**src/rtl/dacu_pkg.sv**
```systemverilog
`timescale 1ns/1ps
package dacu_pkg;
  localparam int FRAME_BITS = 32;
  localparam int CMD_HI     = 27;
  localparam int ADDR_HI    = 23;
  localparam int DATA_HI    = 19;
  localparam int DATA_W     = 16;
  localparam int ADDR_W     = 4;

  typedef enum logic [3:0] {
    CMD_WR_IN      = 4'b0000,
    CMD_UPD_ONE    = 4'b0001,
    CMD_WR_UPD_ALL = 4'b0011,
    CMD_SET_MASK   = 4'b0110
  } cmd_e;
endpackage

```
**src/rtl/dacu_sync.sv**
```systemverilog
`timescale 1ns/1ps
module dacu_sync #(
  parameter int W = 4,
  parameter logic [W-1:0] RST_VAL = '0
) (
  input  logic         clk,
  input  logic         rst,
  input  logic [W-1:0] d,
  output logic [W-1:0] q
);
  logic [W-1:0] meta_q;

  always_ff @(posedge clk) begin
    if (rst) begin
      meta_q <= RST_VAL;
      q      <= RST_VAL;
    end else begin
      meta_q <= d;
      q      <= meta_q;
    end
  end
endmodule

```
**src/rtl/dacu_frame_rx.sv**
```systemverilog
`timescale 1ns/1ps
module dacu_frame_rx
  import dacu_pkg::*;
(
  input  logic                  clk,
  input  logic                  rst,
  input  logic                  sclk_s,
  input  logic                  cs_n_s,
  input  logic                  sdi_s,
  output logic                  frm_vld,
  output logic [FRAME_BITS-1:0] frm_word
);
  localparam int CW = $clog2(FRAME_BITS + 1);
  localparam logic [CW-1:0] LAST = CW'(FRAME_BITS - 1);
  localparam logic [CW-1:0] FULL = CW'(FRAME_BITS);

  logic                  sclk_q;
  logic                  sclk_fall;
  logic [CW-1:0]         cnt_q;
  logic [FRAME_BITS-1:0] sh_q;

  assign sclk_fall = sclk_q & ~sclk_s;
  assign frm_word  = sh_q;

  always_ff @(posedge clk) begin
    if (rst) begin
      sclk_q  <= 1'b0;
      cnt_q   <= '0;
      sh_q    <= '0;
      frm_vld <= 1'b0;
    end else begin
      sclk_q  <= sclk_s;
      frm_vld <= 1'b0;
      if (cs_n_s) begin
        cnt_q <= '0;
      end else if (sclk_fall && cnt_q < FULL) begin
        sh_q  <= {sh_q[FRAME_BITS-2:0], sdi_s};
        cnt_q <= cnt_q + 1'b1;
        if (cnt_q == LAST) frm_vld <= 1'b1;
      end
    end
  end


  cnt_bound_chk: assert property (@(posedge clk) disable iff (rst)
    cnt_q <= FULL);

  cs_abort_chk: assert property (@(posedge clk) disable iff (rst)
    cs_n_s |=> !frm_vld);

  one_pulse_chk: assert property (@(posedge clk) disable iff (rst)
    frm_vld |=> !frm_vld);
endmodule

```
**src/rtl/dacu_regbank.sv**
```systemverilog
`timescale 1ns/1ps
module dacu_regbank
  import dacu_pkg::*;
#(
  parameter int CH = 8,
  parameter int DW = DATA_W
) (
  input  logic                  clk,
  input  logic                  rst,
  input  logic                  frm_vld,
  input  logic [FRAME_BITS-1:0] frm_word,
  input  logic                  load_n_s,
  output logic [CH*DW-1:0]      dac_flat
);
  logic              load_q;
  logic              ld_fall;
  cmd_e              cmd;
  logic [ADDR_W-1:0] addr;
  logic [DW-1:0]     data;
  logic [CH-1:0]     sel;
  logic [CH-1:0]     mask_q;
  logic [DW-1:0]     inp_q [CH];
  logic [DW-1:0]     dac_q [CH];
  logic              unused_bits;

  assign ld_fall     = load_q & ~load_n_s;
  assign cmd         = cmd_e'(frm_word[CMD_HI -: 4]);
  assign addr        = frm_word[ADDR_HI -: ADDR_W];
  assign data        = frm_word[DATA_HI -: DW];
  assign unused_bits = ^frm_word[FRAME_BITS-1:CMD_HI+1];

  always_ff @(posedge clk) begin
    if (rst) begin
      load_q <= 1'b1;
      mask_q <= '0;
    end else begin
      load_q <= load_n_s;
      if (frm_vld && cmd == CMD_SET_MASK) mask_q <= frm_word[CH-1:0];
    end
  end


  mask_hold_chk: assert property (@(posedge clk) disable iff (rst)
    !(frm_vld && cmd == CMD_SET_MASK) |=> $stable(mask_q));

  for (genvar c = 0; c < CH; c++) begin : g_ch
    logic wr_in, upd, to_data;

    assign sel[c] = (addr == ADDR_W'(c)) || (addr == '1);

    always_comb begin
      wr_in   = frm_vld && sel[c] && (cmd == CMD_WR_IN || cmd == CMD_WR_UPD_ALL);
      upd     = 1'b0;
      to_data = 1'b0;
      if (frm_vld && cmd == CMD_WR_UPD_ALL) begin
        upd     = 1'b1;
        to_data = sel[c];
      end else if (frm_vld && cmd == CMD_UPD_ONE && sel[c]) begin
        upd = 1'b1;
      end else if (frm_vld && cmd == CMD_WR_IN && sel[c] && (mask_q[c] || !load_n_s)) begin
        upd     = 1'b1;
        to_data = 1'b1;
      end else if (ld_fall && !mask_q[c]) begin
        upd = 1'b1;
      end
    end

    always_ff @(posedge clk) begin
      if (rst) begin
        inp_q[c] <= '0;
        dac_q[c] <= '0;
      end else begin
        if (wr_in) inp_q[c] <= data;
        if (upd)   dac_q[c] <= to_data ? data : inp_q[c];
      end
    end

    assign dac_flat[c*DW +: DW] = dac_q[c];


    in_hold_chk: assert property (@(posedge clk) disable iff (rst)
      !frm_vld |=> $stable(inp_q[c]));

    dac_hold_chk: assert property (@(posedge clk) disable iff (rst)
      (!frm_vld && !ld_fall) |=> $stable(dac_q[c]));

    mask_pin_chk: assert property (@(posedge clk) disable iff (rst)
      (ld_fall && !frm_vld && mask_q[c]) |=> $stable(dac_q[c]));
  end
endmodule

```
**src/rtl/dac_update_ctrl.sv**
```systemverilog
`timescale 1ns/1ps
module dac_update_ctrl
  import dacu_pkg::*;
#(
  parameter int CH = 8,
  parameter int DW = DATA_W
) (
  input  logic             clk,
  input  logic             rst,
  input  logic             sclk,
  input  logic             cs_n,
  input  logic             sdi,
  input  logic             load_n,
  output logic [CH*DW-1:0] dac_out
);
  logic [3:0]            raw, syn;
  logic                  frm_vld;
  logic [FRAME_BITS-1:0] frm_word;

  assign raw = {load_n, sdi, cs_n, sclk};

  dacu_sync #(.W(4), .RST_VAL(4'b1010)) u_sync (
    .clk(clk), .rst(rst), .d(raw), .q(syn)
  );

  dacu_frame_rx u_rx (
    .clk(clk), .rst(rst),
    .sclk_s(syn[0]), .cs_n_s(syn[1]), .sdi_s(syn[2]),
    .frm_vld(frm_vld), .frm_word(frm_word)
  );

  dacu_regbank #(.CH(CH), .DW(DW)) u_bank (
    .clk(clk), .rst(rst),
    .frm_vld(frm_vld), .frm_word(frm_word),
    .load_n_s(syn[3]), .dac_flat(dac_out)
  );
endmodule

```
**config.mk**
```make
export PLATFORM = sky130hd
export DESIGN_NAME = dac_update_ctrl
export DESIGN_NICKNAME = d
export VERILOG_FILES = /design/src/rtl/dacu_pkg.sv /design/src/rtl/dacu_sync.sv /design/src/rtl/dacu_frame_rx.sv /design/src/rtl/dacu_regbank.sv /design/src/rtl/dac_update_ctrl.sv
export SDC_FILE = /design/constraint.sdc
export NUM_CORES = 1
export LEC_CHECK = 0
export ABC_AREA = 1
export BUFFER_PORTS_ARGS = -buffer_cell sky130_fd_sc_hd__buf_2
export CAP_MARGIN = 20
export CORE_ASPECT_RATIO = 1.25
export CORE_MARGIN = 2
export CORE_UTILIZATION = 64
export DETAILED_ROUTE_END_ITERATION = 12
export PLACE_DENSITY = 0.9
export SYNTH_ARGS = -nofsm -noshare
export SYNTH_HDL_FRONTEND = slang
export SYNTH_SLANG_ARGS = --single-unit
export TNS_END_PERCENT = 20
```
**constraint.sdc**
```tcl
create_clock -name clk -period 6.25 [get_ports clk]
set_clock_uncertainty 0.1 [all_clocks]
set_input_delay 1.5625 -clock clk [delete_from_list [all_inputs] [get_ports clk]]
set_output_delay 1.5625 -clock clk [all_outputs]
set_load 0.02 [all_outputs]
```
==> Word-level counts from Yosys, hierarchy flattened <==
Memory sizes are Yosys's and may differ from the RTL's.
Cells that the tools add are included.
{ "word_totals": {"regBits": 53, "mem_bits_rw": 256, "output_inout_bits": 128, "mem_count": 2} }
{ "memory_table": {"columns": ["name", "words", "word_bits", "read_ports", "rd_clocked_by_memory_dff", "wr", "line", "source"], "rows": [
  ["u_bank.dac_q", 8, 16, 8, 0, 8, "dacu_regbank.sv:23", "logic [DW-1:0] dac_q [CH];"],
  ["u_bank.inp_q", 8, 16, 8, 0, 8, "dacu_regbank.sv:22", "logic [DW-1:0] inp_q [CH];"]
]} }
{ "op_classes": {"n_addsub": 1, "order_cmp": 1, "n_eq_ne": 12, "mux": 131, "bitwise": 22, "n_reduce_logical": 84} }
{ "ops": {"columns": ["op", "n"], "rows": [
  ["16-bit two-way mux", 24],
  ["1-bit two-way mux", 107],
  ["1-bit logical AND", 53],
  ["4-bit by 3-bit == test with 1-bit output (second input constant)", 5],
  ["1-bit logical OR", 17],
  ["1-bit OR", 16],
  ["4-bit by 2-bit == test with 1-bit output (second input constant)", 3],
  ["1-bit zero test", 9],
  ["4-bit by 1-bit == test with 1-bit output (second input constant)", 2],
  ["4-bit zero test", 2],
  ["6-bit by 1-bit adder with 6-bit output (second input constant)", 1],
  ["6-bit by 5-bit == test with 1-bit output (second input constant)", 1],
  ["6-bit < comparator (second input constant)", 1],
  ["4-bit == test (second input constant)", 1],
  ["1-bit inverter", 4],
  ["3-bit OR reduction", 1],
  ["1-bit AND", 2],
  ["2-bit AND reduction", 1],
  ["2-bit OR reduction", 1]
]} }

==> Depth between registers and ports, before layout <==
Gate-level depths: netlist (run 1).
{ "depth": {"word_depth": 11, "depth_mapped": 13, "depth_no_buf": 11} }

==> Cells and area by module <==
From an unflattened synthesis (run 1), not the netlist that was laid out.
{ "hier_totals": {"hier_cells": 1437, "area_unflattened_um2": 13790.7} }
{ "modules_own_cells": {"columns": ["mod", "instances", "cells_each", "area_per_inst_um2", "seq_area_each_um2"], "rows": [
  ["dacu_regbank", 1, 1221, 12034.0, 7867.5],
  ["dacu_frame_rx", 1, 191, 1532.7, 800.8],
  ["dacu_sync", 1, 25, 224.0, 160.2]
]} }

==> Least setup slack after synthesis (run 1) <==
No wires, ideal clock.
{ "synth_timing": {"path_type": "input to register", "from": "input port rst", "to": "memory u_bank.dac_q[1][32] in the netlist's numbering, enable pin", "setup_time_ns": 0.452, "arrival_ns": 2.754, "required_ns": 5.698, "path_slack_ns": 2.943, "stages": 5, "cell_sequence": "buf_2 inv_2 buf_2 buf_2 nand4_1"} }
{ "synth_rtl": {"columns": ["element", "line", "source"], "rows": [
  ["start: declaration", "dac_update_ctrl.sv:9", "input logic rst,"],
  ["end: declaration", "dacu_regbank.sv:23", null]
]} }

==> flow_results.org, run 1 <==
** Outcome
- Run status :: finished clean

** Placement
- HPWL after detailed placement :: 19.7 mm
- Input and output buffers added on the ports amount to 133.
- In this run the cell area measured after placement is 14300 sq um.
- Final weighted congestion in routability-driven placement :: 0.900
- Prior to clock tree synthesis, the placed netlist has a worst setup slack of 2.27 ns.
- Counting tap cells, the placed design contains a total of 1738 instances.

** Timing
- The hold violation count in the final report was 0.
- Max-slew violation count :: 0
- Relative max-transition margin :: 21.6%
- Setup violations remaining at the end of the flow were counted as 0.
- Summed negative setup slack over all endpoints :: 0 ns
- Actual slew at the worst max-slew pin :: 1.18 ns
- Final setup slack of the worst path :: 2.84 ns
- Setup repair after global routing missed its margin :: false
- Timing would allow up to 0.293 GHz.
- The final critical path takes up 54.5% of the cycle.
- Subtracting the final worst setup slack from the clock period gives 3.41 ns.

** Critical path
- Counting cells, the worst reg-to-reg path comes to 8.
- Worst EP arrival :: 3.36 ns
- Worst flop-to-flop path endpoint :: u_bank.dac_q[0][40]$_SDFFCE_PN0P_
- STA classifies the critical path startpoint as an input port.
- Register-to-register setup slack :: 3.43 ns
- The worst register-to-register path begins at u_rx.frm_word[21]$_SDFFE_PP0P_.
- The critical path ends at u_bank.dac_q[0][27]$_SDFFCE_PN0P_.
- STA puts the critical path data required time at 6.20 ns.
- The critical path in this run is classified as input port to flop.
- Worst-path maximum fanout :: 45
- STA classifies the critical path endpoint as a flop.
- Timing startpoint of the critical path :: rst

** Clock tree
- In this run the number of H-tree levels came out at 1.
- TritonCTS built the clock tree.
- Resized Gates After CTS :: 0
- Post-CTS timing repair inserted 0 buffers for setup.
- Clock Pin Slew Worst Setup and Hold Paths :: 0.06 ns
- Clk Tree Root Cell :: clkbuf_16
- Clock latency of the later-clocked register in the worst-skew pair :: 0.56 ns
- In this run the deepest clock path goes through 3 buffers.
- CTS saw 309 sinks.
- CTS Hold Buffers Added :: 0
- TritonCTS buffer count :: 29

** Yosys
- Share of the synthesized area in the top cell type :: 56.2%
- Async set or reset register ratio after synthesis :: 0%
- The Yosys step of the flow raised 0 warnings.
- Gate Count Post-Synth :: 1403
- Averaged over all synthesized cells, the footprint is 9.74 sq um.
- Nets in the synthesized netlist :: 1410
- Yosys mapped the design onto 32 distinct sky130hd cell types.
- In this run, synthesis produced a sequential element count of 309.
- The share of the Yosys chip area taken by registers is 64.0%.
- Leading post-synthesis cells by instance count :: nand2_1, edfxtp_1, nor2_1
- nand2_1 is the most common cell in the netlist.
- EDFF count, synth :: 256
- Cell area after technology mapping :: 13700 sq um
- Post-synth top area cell :: edfxtp_1
- Leading post-synthesis cells by cell area :: edfxtp_1, nand2_1, dfxtp_1, nor2_1, nand3_1
- For this run, the leading register cell type out of synthesis is edfxtp_1.

** Layout
- Antenna cell count :: 0
- The final layout contains 1502 nets.
- The finished layout holds 1791 standard cells, fillers aside.
- Final Instance Area :: 15300 sq um
- Fraction of layout instances using a drive strength above 1 :: 17.1%
- Synth-to-layout area growth :: 11.7%
- Fill cells in the final layout number 1358.

** Power and ir drop
- Reg power frac :: 53.1%
- Worst-case vdd ir drop :: 0.000266 V
- Switching power total :: 948 uW
- For this design the ratio of total power to cell area is 289 nW/um^2.
- In this run switching power makes up 21.4% of total power.
- The analysis attributes to cell leakage a power of 0.00660 uW.
- The design draws 4420 uW.
- Combinational logic burns 5.1% of the power.
- Internal power comes to 3470 uW.
- Clock share of power :: 41.7%

** GRT
- The number of antenna violations at the first check in global routing came to 0.
- First-pass GRT wire length :: 49.6 mm
- The via count of the first global-routing pass was 9319.
- Overflow left after global routing :: 0
- Entering global routing, the biggest net connects 48 pins.
- Tot GR Track Use :: 28.5%

** Floorplan
- Chip Width :: 135 um
- Std cell rows :: 59
- For this design the top-level I/O count stands at 134.
- Starting Density :: 65.4%
- The floorplan step defined a die boundary enclosing 22500 sq um.
- Overall die height :: 167 um
- The core region is 20900 sq um.

** Route
- DRC Markers :: 0
- Wire length per cell :: 17.8 um
- For this block, the initial DRC count from the detailed router was 1320.
- Dividing the detail-routed via count by the number of cells gives 5.64.
- For this block, the routed nets add up to 31.9 mm of wire.
- Post-route ant nets :: 0
- The routed layout has 10100 vias.
- Number of optimization iterations in the first detailed-route pass :: 7

** Worst hold path
- Tightest Hold Check Type :: flop to flop

** Job
- Max-capacitance violation count :: 0
[per-stage QoR]
| stage | util, % | hold slack, ns |
|---|---|---|
| final | 73.1 | 0.309 |
| after detailed placement | 68.3 | 0.295 |
| after CTS | 73.1 | 0.310 |
| after floorplan | - | 0.288 |
| after global routing | 73.1 | 0.322 |
| after global placement | 68.3 | 0.292 |
[worst min-delay path by stage]
stage,depth (start not counted),end,from,slack [ns]
detailed placement,1,u_sync.q[3]$_SDFF_PP1_,u_sync.meta_q[3]$_SDFF_PP1_,0.30
global route,2,u_sync.q[0]$_SDFF_PP0_,u_sync.meta_q[0]$_SDFF_PP0_,0.32
floorplan,2,u_sync.q[0]$_SDFF_PP0_,u_sync.meta_q[0]$_SDFF_PP0_,0.29
CTS,1,u_sync.q[3]$_SDFF_PP1_,u_sync.meta_q[3]$_SDFF_PP1_,0.31
global placement,2,u_sync.q[2]$_SDFF_PP0_,u_sync.meta_q[2]$_SDFF_PP0_,0.29
finish,1,u_sync.q[3]$_SDFF_PP1_,u_sync.meta_q[3]$_SDFF_PP1_,0.31
[logic make-up (layout without fill, tap and decap cells)]
kind of cell / count (synthesis) / count (layout) / synth area share [%]
compound gates: 109 / 109 / 4.24
fa+ha+maj: 1 / 1 / 0.0915
buf+inv: 226 / 340 / 7.29
flops: 309 / 309 / 64.0
simple gates: 757 / 757 / 24.3
xor+xnor: 1 / 1 / 0.0641
[power groups by stage]
stage | combinational [uW] | clock [uW] | sequential, uW
5_1_grt | 249 | 1940 | 2350
3_3_place_gp | 220 | 0 | 2390
3_5_place_dp | 225 | 0 | 2390
4_1_cts | 228 | 1840 | 2350
6_report | 227 | 1840 | 2350
2_1_floorplan | 105 | 0 | 2440
[registers in the layout, indices dropped and copies added, names as in the netlist]
signal and cells:
u_bank.dac_q 128, u_bank.inp_q 128, u_bank.load_q 1, u_bank.mask_q 8, u_rx.cnt_q 6, u_rx.frm_vld 1
u_rx.frm_word 28, u_rx.sclk_q 1, u_sync.meta_q 4, u_sync.q 4
[layer usage]
metal	GRT usage [%]	share of wire (%)	up-vias	wire, um
met3	5.33	13	150	4000
li1	-	-	4733	-
met5	0	0	-	0
met1	37.3	35	4532	11100
met4	15.1	6.0	0	1910
met2	45.4	47	684	14900
[cells in the final DEF, fill, tap and decap left out, types with 5 or more instances in the layout]
| cell | count |
|---|---|
| clkinv_2 | 5 |
| inv_2 | 9 |
| bufinv_16 | 6 |
| clkbuf_16 | 29 |
| nand3_2 | 9 |
| a21oi_1 | 69 |
| o21ai_0 | 32 |
| nand2_1 | 348 |
| nand3_1 | 127 |
| nor2_1 | 213 |
| nand2_4 | 5 |
| clkinv_1 | 22 |
| buf_2 | 133 |
| inv_1 | 125 |
| nand2_2 | 30 |
| nand3_4 | 6 |
| dfxtp_1 | 53 |
| or2_2 | 5 |
| edfxtp_1 | 256 |
[critical path: stages]
cell,delay [ns]
buf_2,0.24
inv_2,0.71
nand4_1,0.83
[area by class of cell]
| type | count | area, sq um | share of cell area (%) |
|---|---|---|---|
| Clock buffer | 32 | 737 | 4.83 |
| Clock inverter | 21 | 258 | 1.69 |
| Inverter | 150 | 563 | 3.69 |
| Multi-Input combinational cell | 868 | 3920 | 25.7 |
| Sequential cell | 309 | 8750 | 57.3 |
| Tap cell | 274 | 343 | 2.25 |
| Timing Repair Buffer | 137 | 696 | 4.56 |
Power figures use the tool's default switching activity.
==> run 2, diff against run 1 <==
ABC_AREA = 0   (was 1)
CORE_UTILIZATION = 54   (was 64)
PLACE_DENSITY = 0.82   (was 0.9)
clock period = 2.8 ns   (was 6.25 ns; I/O delays follow)
==> run 2 against run 1 <==
Against the previous run:
- non-clock buffer count is 56 higher
- critical path type is now flop to flop
- core utilization decreased by 10 points
- highest routed layer is now met5
- final area is 3.7% higher
- largest power group unchanged
==> flow_results.org, run 2 <==
** Timing
- The actual slew at the worst max-slew pin came to 1.04 ns (-0.134 ns).
- The post-layout worst setup margin was 0.229 ns (-2.61 ns).
- Dividing the final minimum period by the clock period gives 91.8%.
- For this run, the top clock speed supported by timing is 0.389 GHz.
- The worst hold margin is 0.235 ns (-0.0735 ns).
- Max-slew violation count :: 0 (unchanged)
- The remaining max-slew budget at the tightest pin came to 30.4% (+8.8 points).
- Final hold violations :: 0 (unchanged)
- Setup repair after global routing left no endpoint under its margin.
- The setup violation total in the final timing report was 0 (unchanged).
- Shortest period the worst path allows :: 2.57 ns

** GRT
- The pin count of the biggest net entering global routing was 54 (+13%).
- The overall global routing resource usage came to 24.0% (-4.5 points).
- Overflow left after global routing :: 0 (unchanged)
- The via count of the first global-routing pass was 9620 (+3.2%).
- Number of antenna violations at the first check in global routing :: 1 (+1)
- First-pass GRT wire length :: 51.5 mm (+3.9%)

** Power and ir drop
- Worst-case vdd ir drop :: 0.000475 V (+79%)
- Pwr Total :: 9680 uW (+120%)
- The power per cell area is 611 nW/um^2 (+110%).
- The cell leakage power was 0.00557 uW (-16%).

** Critical path
- The highest fanout seen on the critical path is 12 (-73%).
- The setup slack of the worst register-to-register path is 0.23 ns (-3.20 ns).
- Worst flop-to-flop path endpoint :: u_bank.dac_q[1][20]$_SDFFCE_PN0P_
- The critical path is of the flop to flop type.
- Depth of the worst register-to-register path :: 5 (-3)
- The worst setup path is captured at a flop.
- Worst EP required :: 2.99 ns (-3.21 ns)
- Startpoint class of the critical path :: flop
- The data arrival time of the critical path was 2.76 ns (-0.60 ns).
- The startpoint identified for the worst register-to-register timing path is u_rx.frm_word[21]$_SDFFE_PP0P_.

** Placement
- Post-Place Cell Area :: 14800 sq um (+4.0%)
- The post-detailed-placement half-perimeter wirelength came to 21.0 mm (+6.2%).
- Number of I/O port buffers :: 133 (unchanged)
- The worst setup timing slack at the placement stage is 0.0863 ns (-2.19 ns).
- Final weighted congestion in routability-driven placement :: 0.887 (-1.5%)

** Worst hold path
- Hold Startpoint :: cs_n
- Tightest Hold Check Type :: input port to flop
- The hold path depth was 2 (+1).
- Worst Hold Endpoint :: u_sync.meta_q[1]$_SDFF_PP1_

** Layout
- Synth-to-layout area growth :: 13.7%
- The cell area after layout is 15800 sq um (+3.7%).
- The flip-flop and latch area was 8750 sq um (unchanged).
- Layout Utilization :: 62.6% (-10 points)
- The fill cell total of the finished layout came to 1919 (+41%).
- Antenna cell count :: 0 (unchanged)
- The library cell used most frequently in the layout, excluding fill and tap cells, is edfxtp_1.
- In the layout the commonest cells are edfxtp_1, a21oi_1, and2_1, buf_2, nand3_1.
- The share of cells above drive strength 1 came to 21.0% (+4.0 points).
- Area used by multi-input combinational logic :: 4560 sq um (+16%)
- Final nets :: 1322 (-12%)

** Route
- The overall routed net length is 33.3 mm (+4.6%).
- DRC Markers :: 0 (unchanged)
- Count of routing violations after the opening detailed-route iteration :: 1238 (-6.2%)
- The final antenna-violating net count came to 0 (unchanged).
- Average via count per standard cell :: 6.12 (+8.5%)
- The detail-routed net length per standard cell is 20.0 um (+12%).
- Vias :: 10200 (+1.2%)
- The iteration count of the initial detailed-routing pass came to 5 (-2).

** Yosys
- By area the synthesized netlist is led by edfxtp_1, dfxtp_1, and2_1, a21oi_1, nand4_1.
- Syn_area_per_cell :: 11.4 sq um (+17%)
- EDFF count, synth :: 256 (unchanged)
- The sequential element share of the synthesized area is 62.8% (-1.2 points).
- The commonest cells after synthesis are edfxtp_1, a21oi_1, and2_1.
- Gate Count Post-Synth :: 1217 (-13%)
- The distinct cell type count of the synthesized netlist was 51 (+59%).
- Among all flip-flop cells after synthesis, the most frequent one is edfxtp_1.
- The largest total area in the synthesized netlist belongs to edfxtp_1.
- The top-area cell type share of the netlist area came to 55.2% (-1.1 points).
- The count of synthesis-stage warnings from yosys is 0 (unchanged).
- The async set-or-reset flop fraction in the synthesized netlist was 0% (unchanged).
- Cell with the most instances after synthesis :: edfxtp_1
- Nets in the synthesized netlist :: 1224 (-13%)
- Cell area after technology mapping :: 13900 sq um (+1.9%)
- The number of register bits inferred by synthesis is 309 (unchanged).

** Clock tree
- The number of gates resized after CTS came to 0 (unchanged).
- The tree is rooted in a clkbuf_16.
- The number of clock sinks is 309 (unchanged).
- The CTS H-tree depth is 1 (unchanged).
- The clock slew at the register clock pins of the worst setup and hold paths came to 0.06 ns (about the same).
- The number of buffers created by CTS is 29 (unchanged).
- TritonCTS built the clock tree.
- The maximum root-to-sink buffer count is 3 (unchanged).
- The clock latency reported for the late side of the worst-skew pair came to 0.55 ns (about the same).

** Job
- The max capacitance violation total came to 0 (unchanged).

** Floorplan
- The chip width came to 148 um (+9.6%).
- Number of top-level pins :: 134 (unchanged)
- Starting Density :: 55.1% (-10 points)
- The full die area was 27100 sq um (+20%).
- Std cell rows :: 65 (+10%)
- Core footprint :: 25300 sq um (+21%)
- Overall die height :: 184 um (+9.7%)

** Outcome
- Run status :: finished clean
==> run 2: critical path, stage by stage, from the launching register on <==
cell	delay, ns
dfxtp_1	0.64
xor2_1	0.37
o21ai_0	0.17
a31oi_1	0.69
buf_4	0.29
a21oi_1	0.06
==> run 2: cell type report <==
class | count | share of cell area (%)
sequential | 309 | 55.2
multi-input combinational | 780 | 28.8
timing repair buffer | 193 | 7.05
clock buffer | 42 | 5.41
tap | 335 | 2.65
clock inverter | 10 | 0.798
inverter | 2 | 0.0474
==> run 2: power by group <==
part	total, uW	internal, uW	switching (uW)
clock	3990	2390	1600
combinational	494	137	357
sequential	5200	5140	55.6
total	9680	7670	2010
==> run 2: repair_timing <==
item                       4_1_cts  5_1_grt
buffers inserted                 0        2
setup endpoints to repair        0       62
hold buffers                     0        0
==> run 2: cells by family (layout without fill, tap and decap cells) <==
kind of cell             after synthesis  count (layout)  synth area share (%)
AND/OR/NAND/NOR                      424             424                  17.5
AO/OA/AOI/OAI                        342             342                  14.2
flip-flops                           309             309                  62.8
buffers and inverters                128             247                  4.48
XOR/XNOR                               8               8                 0.503
multiplexers                           5               5                 0.359
adder cells (fa/ha/maj)                1               1                0.0898
==> run 2: how the worst max path moves through the flow <==
| stage | cells after the start | from | endpoint | slack (ns) |
|---|---|---|---|---|
| global route | 5 | u_rx.frm_word[21]$_SDFFE_PP0P_ | u_bank.dac_q[1][20]$_SDFFCE_PN0P_ | 0.09 |
| detailed placement | 4 | u_rx.frm_word[21]$_SDFFE_PP0P_ | u_bank.inp_q[0][34]$_SDFFCE_PN0P_ | 0.09 |
| global placement | 4 | u_rx.frm_word[21]$_SDFFE_PP0P_ | u_bank.dac_q[0][35]$_SDFFCE_PN0P_ | 0.12 |
| finish | 5 | u_rx.frm_word[21]$_SDFFE_PP0P_ | u_bank.dac_q[1][20]$_SDFFCE_PN0P_ | 0.23 |
| CTS | 4 | u_rx.frm_word[21]$_SDFFE_PP0P_ | u_bank.inp_q[0][40]$_SDFFCE_PN0P_ | 0.07 |
| floorplan | 6 | u_rx.frm_word[21]$_SDFFE_PP0P_ | u_bank.inp_q[0][16]$_SDFFCE_PN0P_ | -0.31 |
==> run 2: per-layer routing <==
metal  GRT usage [%]  vias to the layer above  part of all wire, %
li1                -                     4695                    -
met5               0                        -                0.024
met2            41.0                      571                   50
met1            31.2                     4874                   38
met3            3.03                       80                  9.0
met4            9.46                        2                  3.5
==> run 2: metrics by stage <==
stage	cells	TNS, ns
global placement	1615	0
floorplan	1217	-12.15
detailed placement	1617	0
global route	1671	0
finish	1671	0
CTS	1669	0
